File: src/rtl/psr_pkg.sv
package psr_pkg;

    localparam int unsigned WORD_W    = 32;
    localparam int unsigned LANE_W    = 8;
    localparam int unsigned LANES     = WORD_W / LANE_W;
    localparam int unsigned MODE_W    = 5;
    localparam int unsigned FLAG_W    = 4;

    localparam int unsigned BIT_I     = 7;
    localparam int unsigned BIT_F     = 6;
    localparam int unsigned BIT_T     = 5;
    localparam int unsigned FLAG_LSB  = WORD_W - FLAG_W;

    localparam logic [MODE_W-1:0] MODE_USR = 5'b10000;
    localparam logic [MODE_W-1:0] MODE_FIQ = 5'b10001;
    localparam logic [MODE_W-1:0] MODE_IRQ = 5'b10010;
    localparam logic [MODE_W-1:0] MODE_SVC = 5'b10011;

    localparam logic [WORD_W-1:0] LIVE_RESET  = 32'h0000_00D3;
    localparam logic [WORD_W-1:0] SAVED_RESET = '0;

    typedef enum logic [1:0] {
        ST_RUN       = 2'd0,
        ST_ENTER_IRQ = 2'd1,
        ST_ENTER_FIQ = 2'd2
    } entry_state_e;

    function automatic logic [WORD_W-1:0] enter_word(
        input logic [WORD_W-1:0] old,
        input logic              fast
    );
        logic [WORD_W-1:0] w;
        w = old;
        w[BIT_I] = 1'b1;
        if (fast) begin
            w[BIT_F] = 1'b1;
        end
        w[BIT_T] = 1'b0;
        w[MODE_W-1:0] = fast ? MODE_FIQ : MODE_IRQ;
        return w;
    endfunction

endpackage

File: src/rtl/psr_lane_merge.sv
module psr_lane_merge #(
    parameter int unsigned LANES  = 4,
    parameter int unsigned LANE_W = 8,
    localparam int unsigned W     = LANES * LANE_W
) (
    input  logic [W-1:0]     old_word,
    input  logic [W-1:0]     new_word,
    input  logic [LANES-1:0] lane_en,
    output logic [W-1:0]     merged
);

    for (genvar k = 0; k < LANES; k++) begin : g_lane
        assign merged[k*LANE_W +: LANE_W] = lane_en[k] ? new_word[k*LANE_W +: LANE_W]
                                                       : old_word[k*LANE_W +: LANE_W];
    end

endmodule

File: src/rtl/psr_int_arbiter.sv
module psr_int_arbiter (
    input  logic arb_en,
    input  logic irq_req_n,
    input  logic fiq_req_n,
    input  logic mask_i,
    input  logic mask_f,
    output logic irq_take,
    output logic fiq_take
);

    logic fiq_ok;
    logic irq_ok;

    always_comb begin
        fiq_ok   = ~fiq_req_n & ~mask_f;
        irq_ok   = ~irq_req_n & ~mask_i;
        fiq_take = arb_en & fiq_ok;
        irq_take = arb_en & irq_ok & ~fiq_ok;
    end

endmodule

File: src/rtl/psr_entry_fsm.sv
module psr_entry_fsm
    import psr_pkg::*;
(
    input  logic         clk,
    input  logic         rst_n,
    input  logic         irq_take,
    input  logic         fiq_take,
    output entry_state_e state,
    output logic         in_run,
    output logic         entry_fast
);

    entry_state_e state_nx;

    always_ff @(posedge clk) begin
        if (!rst_n) begin
            state <= ST_RUN;
        end else begin
            state <= state_nx;
        end
    end

    always_comb begin
        state_nx = state;
        unique case (state)
            ST_RUN: begin
                if (fiq_take) begin
                    state_nx = ST_ENTER_FIQ;
                end else if (irq_take) begin
                    state_nx = ST_ENTER_IRQ;
                end
            end
            ST_ENTER_IRQ: state_nx = ST_RUN;
            ST_ENTER_FIQ: state_nx = ST_RUN;
            default:      state_nx = ST_RUN;
        endcase
    end

    always_comb begin
        in_run     = 1'b0;
        entry_fast = 1'b0;
        unique case (state)
            ST_RUN:       in_run = 1'b1;
            ST_ENTER_IRQ: entry_fast = 1'b0;
            ST_ENTER_FIQ: entry_fast = 1'b1;
            default:      in_run = 1'b1;
        endcase
    end

endmodule

File: src/rtl/psr_unit.sv
module psr_unit
    import psr_pkg::*;
(
    input  logic              clk,
    input  logic              rst_n,
    input  logic              psr_wr_en,
    input  logic              psr_wr_saved,
    input  logic [LANES-1:0]  psr_wr_mask,
    input  logic [WORD_W-1:0] psr_wr_data,
    input  logic              flag_upd,
    input  logic [FLAG_W-1:0] flag_nzcv,
    input  logic              irq_req_n,
    input  logic              fiq_req_n,
    output logic [WORD_W-1:0] cur_psr,
    output logic [WORD_W-1:0] saved_psr,
    output logic [MODE_W-1:0] cur_mode,
    output logic              thumb_state,
    output logic              irq_take,
    output logic              fiq_take
);

    logic [WORD_W-1:0] live_q;
    logic [WORD_W-1:0] saved_q;
    logic [WORD_W-1:0] live_merged;
    logic [WORD_W-1:0] saved_merged;
    logic [WORD_W-1:0] live_next;
    logic [LANES-1:0]  live_lane_en;
    logic [LANES-1:0]  saved_lane_en;
    logic              user_mode;
    logic              in_run;
    logic              entry_fast;
    entry_state_e      state;

    assign user_mode = (live_q[MODE_W-1:0] == MODE_USR);

    // lane enables; in user mode only the top lane of the live word is open
    for (genvar k = 0; k < LANES; k++) begin : g_en
        if (k == LANES - 1) begin : g_flag_lane
            assign live_lane_en[k] = in_run & psr_wr_en & ~psr_wr_saved & psr_wr_mask[k];
        end else begin : g_low_lane
            assign live_lane_en[k] = in_run & psr_wr_en & ~psr_wr_saved & psr_wr_mask[k]
                                     & ~user_mode;
        end
        assign saved_lane_en[k] = in_run & psr_wr_en & psr_wr_saved & psr_wr_mask[k]
                                  & ~user_mode;
    end

    psr_lane_merge #(.LANES(LANES), .LANE_W(LANE_W)) u_live_merge (
        .old_word (live_q),
        .new_word (psr_wr_data),
        .lane_en  (live_lane_en),
        .merged   (live_merged)
    );

    psr_lane_merge #(.LANES(LANES), .LANE_W(LANE_W)) u_saved_merge (
        .old_word (saved_q),
        .new_word (psr_wr_data),
        .lane_en  (saved_lane_en),
        .merged   (saved_merged)
    );

    always_comb begin
        live_next = live_merged;
        if (flag_upd) begin
            live_next[WORD_W-1:FLAG_LSB] = flag_nzcv;
        end
    end

    psr_int_arbiter u_arb (
        .arb_en    (in_run),
        .irq_req_n (irq_req_n),
        .fiq_req_n (fiq_req_n),
        .mask_i    (live_q[BIT_I]),
        .mask_f    (live_q[BIT_F]),
        .irq_take  (irq_take),
        .fiq_take  (fiq_take)
    );

    psr_entry_fsm u_fsm (
        .clk        (clk),
        .rst_n      (rst_n),
        .irq_take   (irq_take),
        .fiq_take   (fiq_take),
        .state      (state),
        .in_run     (in_run),
        .entry_fast (entry_fast)
    );

    always_ff @(posedge clk) begin
        if (!rst_n) begin
            live_q  <= LIVE_RESET;
            saved_q <= SAVED_RESET;
        end else begin
            unique case (state)
                ST_RUN: begin
                    live_q  <= live_next;
                    saved_q <= saved_merged;
                end
                ST_ENTER_IRQ, ST_ENTER_FIQ: begin
                    saved_q <= live_q;
                    live_q  <= enter_word(live_q, entry_fast);
                end
                default: begin
                    live_q  <= live_q;
                    saved_q <= saved_q;
                end
            endcase
        end
    end

    assign cur_psr     = live_q;
    assign saved_psr   = saved_q;
    assign cur_mode    = live_q[MODE_W-1:0];
    assign thumb_state = live_q[BIT_T];

    // never both takes
    a_r7_single_take: assert property (@(posedge clk) disable iff (!rst_n)
        !(irq_take && fiq_take));

    // masked fast request is never accepted
    a_r6_fiq_masked: assert property (@(posedge clk) disable iff (!rst_n)
        cur_psr[BIT_F] |-> !fiq_take);

    // normal entry result
    a_r8_irq_entry: assert property (@(posedge clk) disable iff (!rst_n)
        irq_take |=> ##1 (cur_mode == MODE_IRQ && cur_psr[BIT_I] && !thumb_state));

    // fast entry copies the word seen during the entry cycle
    a_r9_saved_copy: assert property (@(posedge clk) disable iff (!rst_n)
        (state != ST_RUN) |=> (saved_psr == $past(cur_psr)));

    // entry cycle leaves upper bits untouched
    a_r10_entry_lock: assert property (@(posedge clk) disable iff (!rst_n)
        (state != ST_RUN) |=> (cur_psr[WORD_W-1:LANE_W] == $past(cur_psr[WORD_W-1:LANE_W])));

    // strobe lands on the flags
    a_r4_flag_strobe: assert property (@(posedge clk) disable iff (!rst_n)
        (flag_upd && state == ST_RUN) |=> (cur_psr[WORD_W-1:FLAG_LSB] == $past(flag_nzcv)));

    // user mode keeps the low three lanes in ST_RUN
    a_r11_user_lock: assert property (@(posedge clk) disable iff (!rst_n)
        (cur_mode == MODE_USR && state == ST_RUN) |=>
            (cur_psr[WORD_W-LANE_W-1:0] == $past(cur_psr[WORD_W-LANE_W-1:0])));

endmodule

File: config.mk
export PLATFORM = sky130hd
export DESIGN_NAME = psr_unit
export DESIGN_NICKNAME = d
export VERILOG_FILES = /design/src/rtl/psr_pkg.sv /design/src/rtl/psr_lane_merge.sv /design/src/rtl/psr_int_arbiter.sv /design/src/rtl/psr_entry_fsm.sv /design/src/rtl/psr_unit.sv
export SDC_FILE = /design/constraint.sdc
export NUM_CORES = 1
export LEC_CHECK = 0
export BUFFER_PORTS_ARGS = -buffer_cell sky130_fd_sc_hd__buf_2
export CORE_MARGIN = 2
export CORE_UTILIZATION = 30
export CTS_CLUSTER_DIAMETER = 80
export DETAILED_ROUTE_END_ITERATION = 8
export REMOVE_ABC_BUFFERS = 1
export SYNTH_ARGS = -nofsm -noshare
export SYNTH_HDL_FRONTEND = slang
export SYNTH_SLANG_ARGS = --single-unit
export TNS_END_PERCENT = 30
File: constraint.sdc
create_clock -name clk -period 2.35 [get_ports clk]
set_input_delay 0.1175 -clock clk [delete_from_list [all_inputs] [get_ports clk]]
set_output_delay 0.1175 -clock clk [all_outputs]
set_load 0.1 [all_outputs]
==> results by group, run 1 <==
Detailed routing
  – Final WL: ~8500 um
  – Residual DRC: 0
  – DR vias: 2923
  – Vias/cell: around 4.6
  – 1st-pass router iterations: 4
  – DR WL/cell: 13.5 um
  – Post-route ant nets: 0
  – Initial DRC count: 96

Clock network
  – Root buffer cell: clkbuf_8
  – Post-CTS Repair Setup Buffers: 0
  – Worst-skew pair later-pin latency: ~0.34 ns
  – Clock buffer count from CTS: 9
  – Clock slew at reported path FFs: ~0.070 ns
  – CTS tree: built
  – Sink Count: between 60 and 70
  – Max H-tree Level: 3
  – Maximum root-to-sink buffer count: 2

Floorplanning
  – Total I/O pin count: 119
  – Initial core utilization: 0.304
  – Die width: approximately 110 um
  – Die area: between 0.01 and 0.015 sq mm
  – Die height: 108 um
  – Core area: around 0.011 sq mm
  – FP Rows: 38

Layout
  – FF/Latch Area: 0.00132 sq mm
  – Share of cells above drive strength 1: 0.360
  – Diodes inserted: 0
  – Post-route cell area: between 0.004 and 0.005 sq mm
  – Area of the multi-input gates: roughly 0.0018 sq mm
  – Synth-to-layout area growth: 27.9%
  – Layout Nets: 535
  – Fin util: 0.389
  – Filler cell count: 1135

Timing
  – Max Clock Skew: between 0.009 and 0.01 ns
  – Final setup TNS: 0 ns
  – Tightest Pin Transition: around 0.6 ns
  – Fin. Hold Viols: 0
  – Fmax: approximately 440 MHz
  – Setup violators final: 0
  – Hold slack: roughly 0.027 ns
  – Tmin final: 2.27 ns
  – Max Slew Vio Count: 0
  – Worst rel slew slack: 0.605
  – Fin crit share: 0.968

Status
  – Status: finished, final reports clean

Setup path
  – Worst EP required: between 2 and 2.5 ns
  – Minimum setup slack among reg-to-reg paths: about 0.25 ns
  – CP Capture Type: primary output
  – Critical path data arrival time: about 2.2 ns
  – Critical Path Fanout Max: 47
  – Crit Reg-Reg Endpoint: cur_psr[6]$_SDFFE_PN1P_
  – Worst r2r path cells: 6
  – CP most frequent cell: buf_12
  – Crit Path Category: register to primary output
  – Crit-path slowest cell: or3_1
  – CP Launch Type: register
  – Critical Path, Cell by Cell: inv_1, ha_2, buf_12, or3_1, nor2_4, buf_12
  – Largest stage delay, worst path: roughly 0.45 ns
  – Worst R2R Start: u_fsm.state[0]$_SDFFE_PP0P_

GRT
  – GR Layer Usage met3: 0.0434
  – Top Usage Layer GRT: met2
  – Antenna violations before repair: 1
  – Vias in the first global route: roughly 2700
  – Met2 Use GR: 0.235
  – Grt met1 use: 0.175
  – GRT Overall Usage: 0.142
  – Pin count of the biggest net entering global routing: between 50 and 60
  – First-pass GRT wire length: about 13000 um
  – Overflow after GRT: 0

Synthesis
  – Ranking of synthesized cells by area: dfxtp_1, mux2i_1, nand2_1, mux2_2, o21ai_0
  – FFs w/ async S/R, synth: 0
  – Avg Inst Size Synth: around 8.7 sq um
  – Total number of yosys warnings: 0
  – Synthesized instance count: 377
  – Cell Area, Synth: about 0.0033 sq mm
  – Yosys cell types: 30
  – Flops & latches, synth: 66
  – Count leader, synth: nand2_1
  – Number of synthesized flops with an enable pin: 0
  – Area share of the largest cell type after synthesis: 0.404
  – Synth area leader: dfxtp_1
  – Ys flop type: dfxtp_1
  – Most frequent cells after synthesis: nand2_1, dfxtp_1, mux2i_1
  – Register area share after synthesis: 0.404

Power
  – Total power: 3.06 mW
  – Power Density: roughly 730 mW/mm^2
  – Leak: 1.85 nW
  – Peak supply drop: 0.269 mV

Place
  – HPWL Detailed: roughly 6000 um
  – IO Port Bufs: 118
  – Placed Area: about 0.004 sq mm
  – RD Place Congestion: between 0.7 and 0.8

Hold path
  – Tightest Hold Check Type: input port to register
  – Worst hold endpoint: cur_psr[21]$_SDFFE_PN0P_
  – Hold path cells: 3
  – Hold path startpoint: psr_wr_data[21]

Flow run
  – MaxCap Viol Count: 0
registers in the layout (all words and copies together), names as in the netlist:
signal and cells:
u_fsm.state 2, cur_psr 32, saved_psr 32
metrics by stage:
step / cells / worst slack [ns]
after floorplan: 346 / -1.55
after global placement: 613 / 0.354
after detailed placement: 613 / 0.278
after CTS: 629 / 0.0279
after global routing: 629 / -0.0134
final: 629 / 0.0751
cells in the final DEF (no fill, tap or decap), types with 4 or more instances in the layout:
| cell type | count |
|---|---|
| a211oi_1 | 4 |
| a21oi_1 | 7 |
| and2_1 | 7 |
| buf_12 | 4 |
| buf_2 | 115 |
| buf_4 | 8 |
| clkbuf_8 | 10 |
| dfxtp_1 | 66 |
| inv_1 | 4 |
| mux2_2 | 23 |
| mux2i_1 | 43 |
| nand2_1 | 94 |
| nand2b_1 | 8 |
| nand3_1 | 21 |
| nor2_1 | 14 |
| nor2b_1 | 7 |
| o21ai_0 | 24 |
| o21ai_2 | 4 |
power breakdown:
group / switching (mW) / internal, mW / total (mW)
clock network: 0.433 / 0.408 / 0.841
registers: 0.0485 / 1.18 / 1.23
logic: 0.752 / 0.238 / 0.990
worst max path at each step:
stage | cells after the start | start | endpoint
floorplan | 4 | u_fsm.state[0]$_SDFFE_PP0P_ | u_fsm.state[0]$_SDFFE_PP0P_
global placement | 6 | u_fsm.state[0]$_SDFFE_PP0P_ | cur_psr[6]$_SDFFE_PN1P_
detailed placement | 6 | u_fsm.state[0]$_SDFFE_PP0P_ | cur_psr[6]$_SDFFE_PN1P_
CTS | 6 | u_fsm.state[0]$_SDFFE_PP0P_ | irq_take
global route | 6 | u_fsm.state[1]$_SDFFE_PN0P_ | irq_take
finish | 6 | u_fsm.state[0]$_SDFFE_PP0P_ | irq_take
cell families (layout without fill, tap and decap cells):
kind of cell | count (synthesis) | in the layout | share of synthesized area
compound gates | 42 | 42 | 0.0834
fa+ha+maj | 4 | 4 | 0.0153
buf+inv | 35 | 147 | 0.0528
flops | 66 | 66 | 0.404
mux | 67 | 67 | 0.215
simple gates | 163 | 163 | 0.229
metal layers:
metal / share of wire / vias up
li1: - / 1487
met1: 0.46 / 1357
met2: 0.46 / 71
met3: 0.064 / 8
met4: 0.012 / 0
met5: 0 / -
critical path: cells and delay by family (launching register included):
kind	cells	cell delay [ns]
and+or+nand+nor	2	0.61
buffers and inverters	3	0.48
DFF	1	0.38
adders and majority gates	1	0.33
final cells by class:
type,count,area share
Clock buffer,13,0.0356
Clock inverter,3,0.00359
Inverter,4,0.00359
Multi-Input combinational cell,276,0.429
Sequential cell,66,0.316
Tap cell,140,0.0419
Timing Repair Buffer,127,0.171
what timing repair did:
action,CTS,global route
resized for setup,1,2
setup endpoints to repair,1,2
hold buffers,0,0
No activity file was read; power rests on OpenSTA's default activity.
==> run 2: changes to the inputs <==
--- a/config.mk
+++ b/config.mk
@@ -10,8 +10,11 @@
 export CORE_UTILIZATION = 30
 export CTS_CLUSTER_DIAMETER = 80
 export DETAILED_ROUTE_END_ITERATION = 8
+export PLACE_DENSITY_LB_ADDON = 0.3
 export REMOVE_ABC_BUFFERS = 1
+export SETUP_SLACK_MARGIN = 0.4
 export SYNTH_ARGS = -nofsm -noshare
 export SYNTH_HDL_FRONTEND = slang
+export SYNTH_HIERARCHICAL = 1
 export SYNTH_SLANG_ARGS = --single-unit
 export TNS_END_PERCENT = 30
==> run 2 against run 1 <==
Effect of this change: utilization is 0.82 points lower; wire length is 36% higher; register-to-register slack better by 0.03 ns; sequential share of layout area is 7.8 points lower; worst setup slack better by 0.21 ns; combinational power is 0.8% higher; largest cell class unchanged; largest power group is now clock; highest routed layer unchanged.
==> results by group, run 2 <==
Power
  – Leak: between 2 and 3 nW
  – Peak supply drop: 0.295 mV
  – Power Density: about 640 mW/mm^2
  – Total power: around 3.5 mW

Synthesis
  – Adder-Cell Fraction of Synth Area: 0.0111
  – Simple-gate share of the synthesized area: 0.159
  – Synth area leader: mux2_4
  – Flops & latches, synth: 66
  – Synth Area in XOR/XNOR: 0
  – Ranking of synthesized cells by area: mux2_4, dfxtp_1, nand2b_1, o211a_1, nand3b_1
  – Avg Inst Size Synth: between 10 and 15 sq um
  – Synthesized instance count: approximately 400
  – Count leader, synth: mux2_4
  – Multiplexer area fraction after synthesis: 0.331
  – Post-synthesis compound-gate area fraction: 0.133
  – Total number of yosys warnings: 6
  – Most frequent cells after synthesis: mux2_4, dfxtp_1, nand2b_1
  – FFs w/ async S/R, synth: 0
  – Cell Area, Synth: approximately 0.0045 sq mm
  – Yosys cell types: 33
  – Ys flop type: dfxtp_1
  – Register area share after synthesis: 0.293
  – Number of synthesized flops with an enable pin: 0
  – Largest family of logic cells by synthesized area: multiplexers
  – Area share of the largest cell type after synthesis: 0.310

Floorplanning
  – Total I/O pin count: approximately 120
  – Initial core utilization: 0.309
  – Die width: around 130 um
  – Core area: ~0.015 sq mm
  – Die height: roughly 130 um
  – FP Rows: 44
  – Die area: between 0.015 and 0.02 sq mm

Clock network
  – Root buffer cell: clkbuf_16
  – # hold bufs at CTS: 0
  – Sink Count: 66
  – Max H-tree Level: 3
  – CTS tree: built
  – Maximum root-to-sink buffer count: 2
  – Clock slew at reported path FFs: about 0.060 ns
  – Worst-skew pair later-pin latency: roughly 0.34 ns
  – Clock buffer count from CTS: 9

GRT
  – Pin count of the biggest net entering global routing: 64
  – Overflow after GRT: 0
  – Vias in the first global route: roughly 3500
  – GRT Overall Usage: 0.147
  – Antenna violations before repair: 0
  – First-pass GRT wire length: ~19000 um

Setup path
  – Worst EP required: 2.58 ns
  – Critical path data arrival time: 2.30 ns
  – Critical Path Fanout Max: 8
  – CP Capture Type: register
  – CP Launch Type: register
  – Crit Path Category: register to register

Layout
  – Area of the multi-input gates: around 0.0029 sq mm
  – Most common cell after layout, fill and taps aside: buf_2
  – Post-route cell area: roughly 0.0056 sq mm
  – Share of cells above drive strength 1: 0.516
  – FF/Latch Area: around 0.0013 sq mm
  – Diodes inserted: 0
  – Most frequent cells in the layout: buf_2, mux2_4, dfxtp_1
  – Synth-to-layout area growth: 23.5%
  – Cell Count, Final, Fillers Out: 696
  – Filler cell count: roughly 1400
  – Layout Nets: 558

Timing
  – Worst rel slew slack: 0.671
  – Hold slack: about 0.062 ns
  – Fin. Hold Viols: 0
  – Max Clock Skew: 0.00389 ns
  – Fmax: 483 MHz
  – Setup violators final: 0
  – Tmin final: slightly above 2 ns
  – Tightest Pin Transition: ~0.49 ns
  – Fin crit share: 0.881
  – Final setup TNS: 0 ns
  – Max Slew Vio Count: 0
  – Unrepaired setup endpoints after global routing: true

Place
  – Placed Area: slightly above 0.005 sq mm
  – HPWL Detailed: 7560 um
  – IO Port Bufs: 118
  – RD Place Congestion: ~0.73
  – DP Cell Count: between 600 and 700

Flow run
  – MaxCap Viol Count: 0

Detailed routing
  – Initial DRC count: roughly 160
  – 1st-pass router iterations: 6
  – DR WL/cell: around 17 um
  – DR vias: between 3000 and 4000
  – Vias/cell: between 4 and 5
  – Residual DRC: 0
  – Post-route ant nets: 0
  – Final WL: about 11000 um

Status
  – Status: finished, final reports clean

Hold path
  – Tightest Hold Check Type: input port to register
-- run 2: cell count changes after synthesis, sizes merged, moves of 15 or more --
| cell | change |
|---|---|
| nand3b | +20 |
| mux2i | -37 |
| o21ai | -26 |
| nand3 | -21 |
| nand2 | -90 |
| nand2b | +47 |
| a21boi | +23 |
| mux2 | +72 |
| buf | +15 |
| o211a | +32 |
-- run 2: logic make-up after synthesis --
kind of cell	count (synthesis)
fa+ha+maj	4
flops	66
mux	102
compound gates	72
simple gates	106
buf+inv	52
-- run 2: worst max-delay path, cell delays in order (launching register included) --
cell     delay, ns
dfxtp_2       0.33
inv_2         0.04
ha_4          0.24
inv_6         0.07
nand4_1       0.11
a21oi_2       0.17
buf_6         0.20
mux2_4        0.31
mux2_4        0.27
o211a_1       0.20
-- run 2: repair_timing --
action | CTS | global route
cloned | 0 | 0
setup buffers | 3 | 0
endpoints found under the setup margin | 65 | 62
pin swaps | 3 | 1
gates resized for setup | 16 | 2
-- run 2: layout make-up --
class,count,share of cell area
clock inverter,2,0.00180
timing repair buffer,138,0.140
sequential,66,0.238
clock buffer,14,0.0493
tap,184,0.0414
multi-input combinational,284,0.523
inverter,8,0.00630
-- run 2: per-layer routing --
layer | track usage | up-vias | routed length, um
met4 | 0.0601 | 0 | 201
met5 | 0 | - | 0
li1 | - | 1646 | -
met3 | 0.0295 | 12 | 493
met1 | 0.189 | 1668 | 5500
met2 | 0.240 | 80 | 5300
-- run 2: power by group --
group	internal (mW)	switching (mW)	leakage, nW
Clock	0.798	0.511	0.143
Sequential	1.18	0.0531	0.538
Combinational	0.345	0.653	2.08
Total	2.32	1.22	2.76
-- run 2: worst paths after layout --
path,startpoint,end,slack [ns],cells after the start
max,u_fsm/state[1]$_SDFFE_PN0P_,saved_psr[21]$_SDFFE_PN0P_,0.28,9
min,flag_nzcv[1],cur_psr[29]$_SDFFE_PN0P_,0.06,3
max reg2reg,u_fsm/state[1]$_SDFFE_PN0P_,saved_psr[21]$_SDFFE_PN0P_,0.28,9
min reg2reg,cur_psr[30]$_SDFFE_PN0P_,cur_psr[30]$_SDFFE_PN0P_,0.50,1
-- run 2: through the flow --
| step | utilization | setup slack [ns] |
|---|---|---|
| global placement | 0.356 | 0.0324 |
| global route | 0.381 | 0.161 |
| finish | 0.381 | 0.281 |
| floorplan | - | -1.33 |
| detailed placement | 0.356 | -0.0228 |
| CTS | 0.381 | 0.279 |
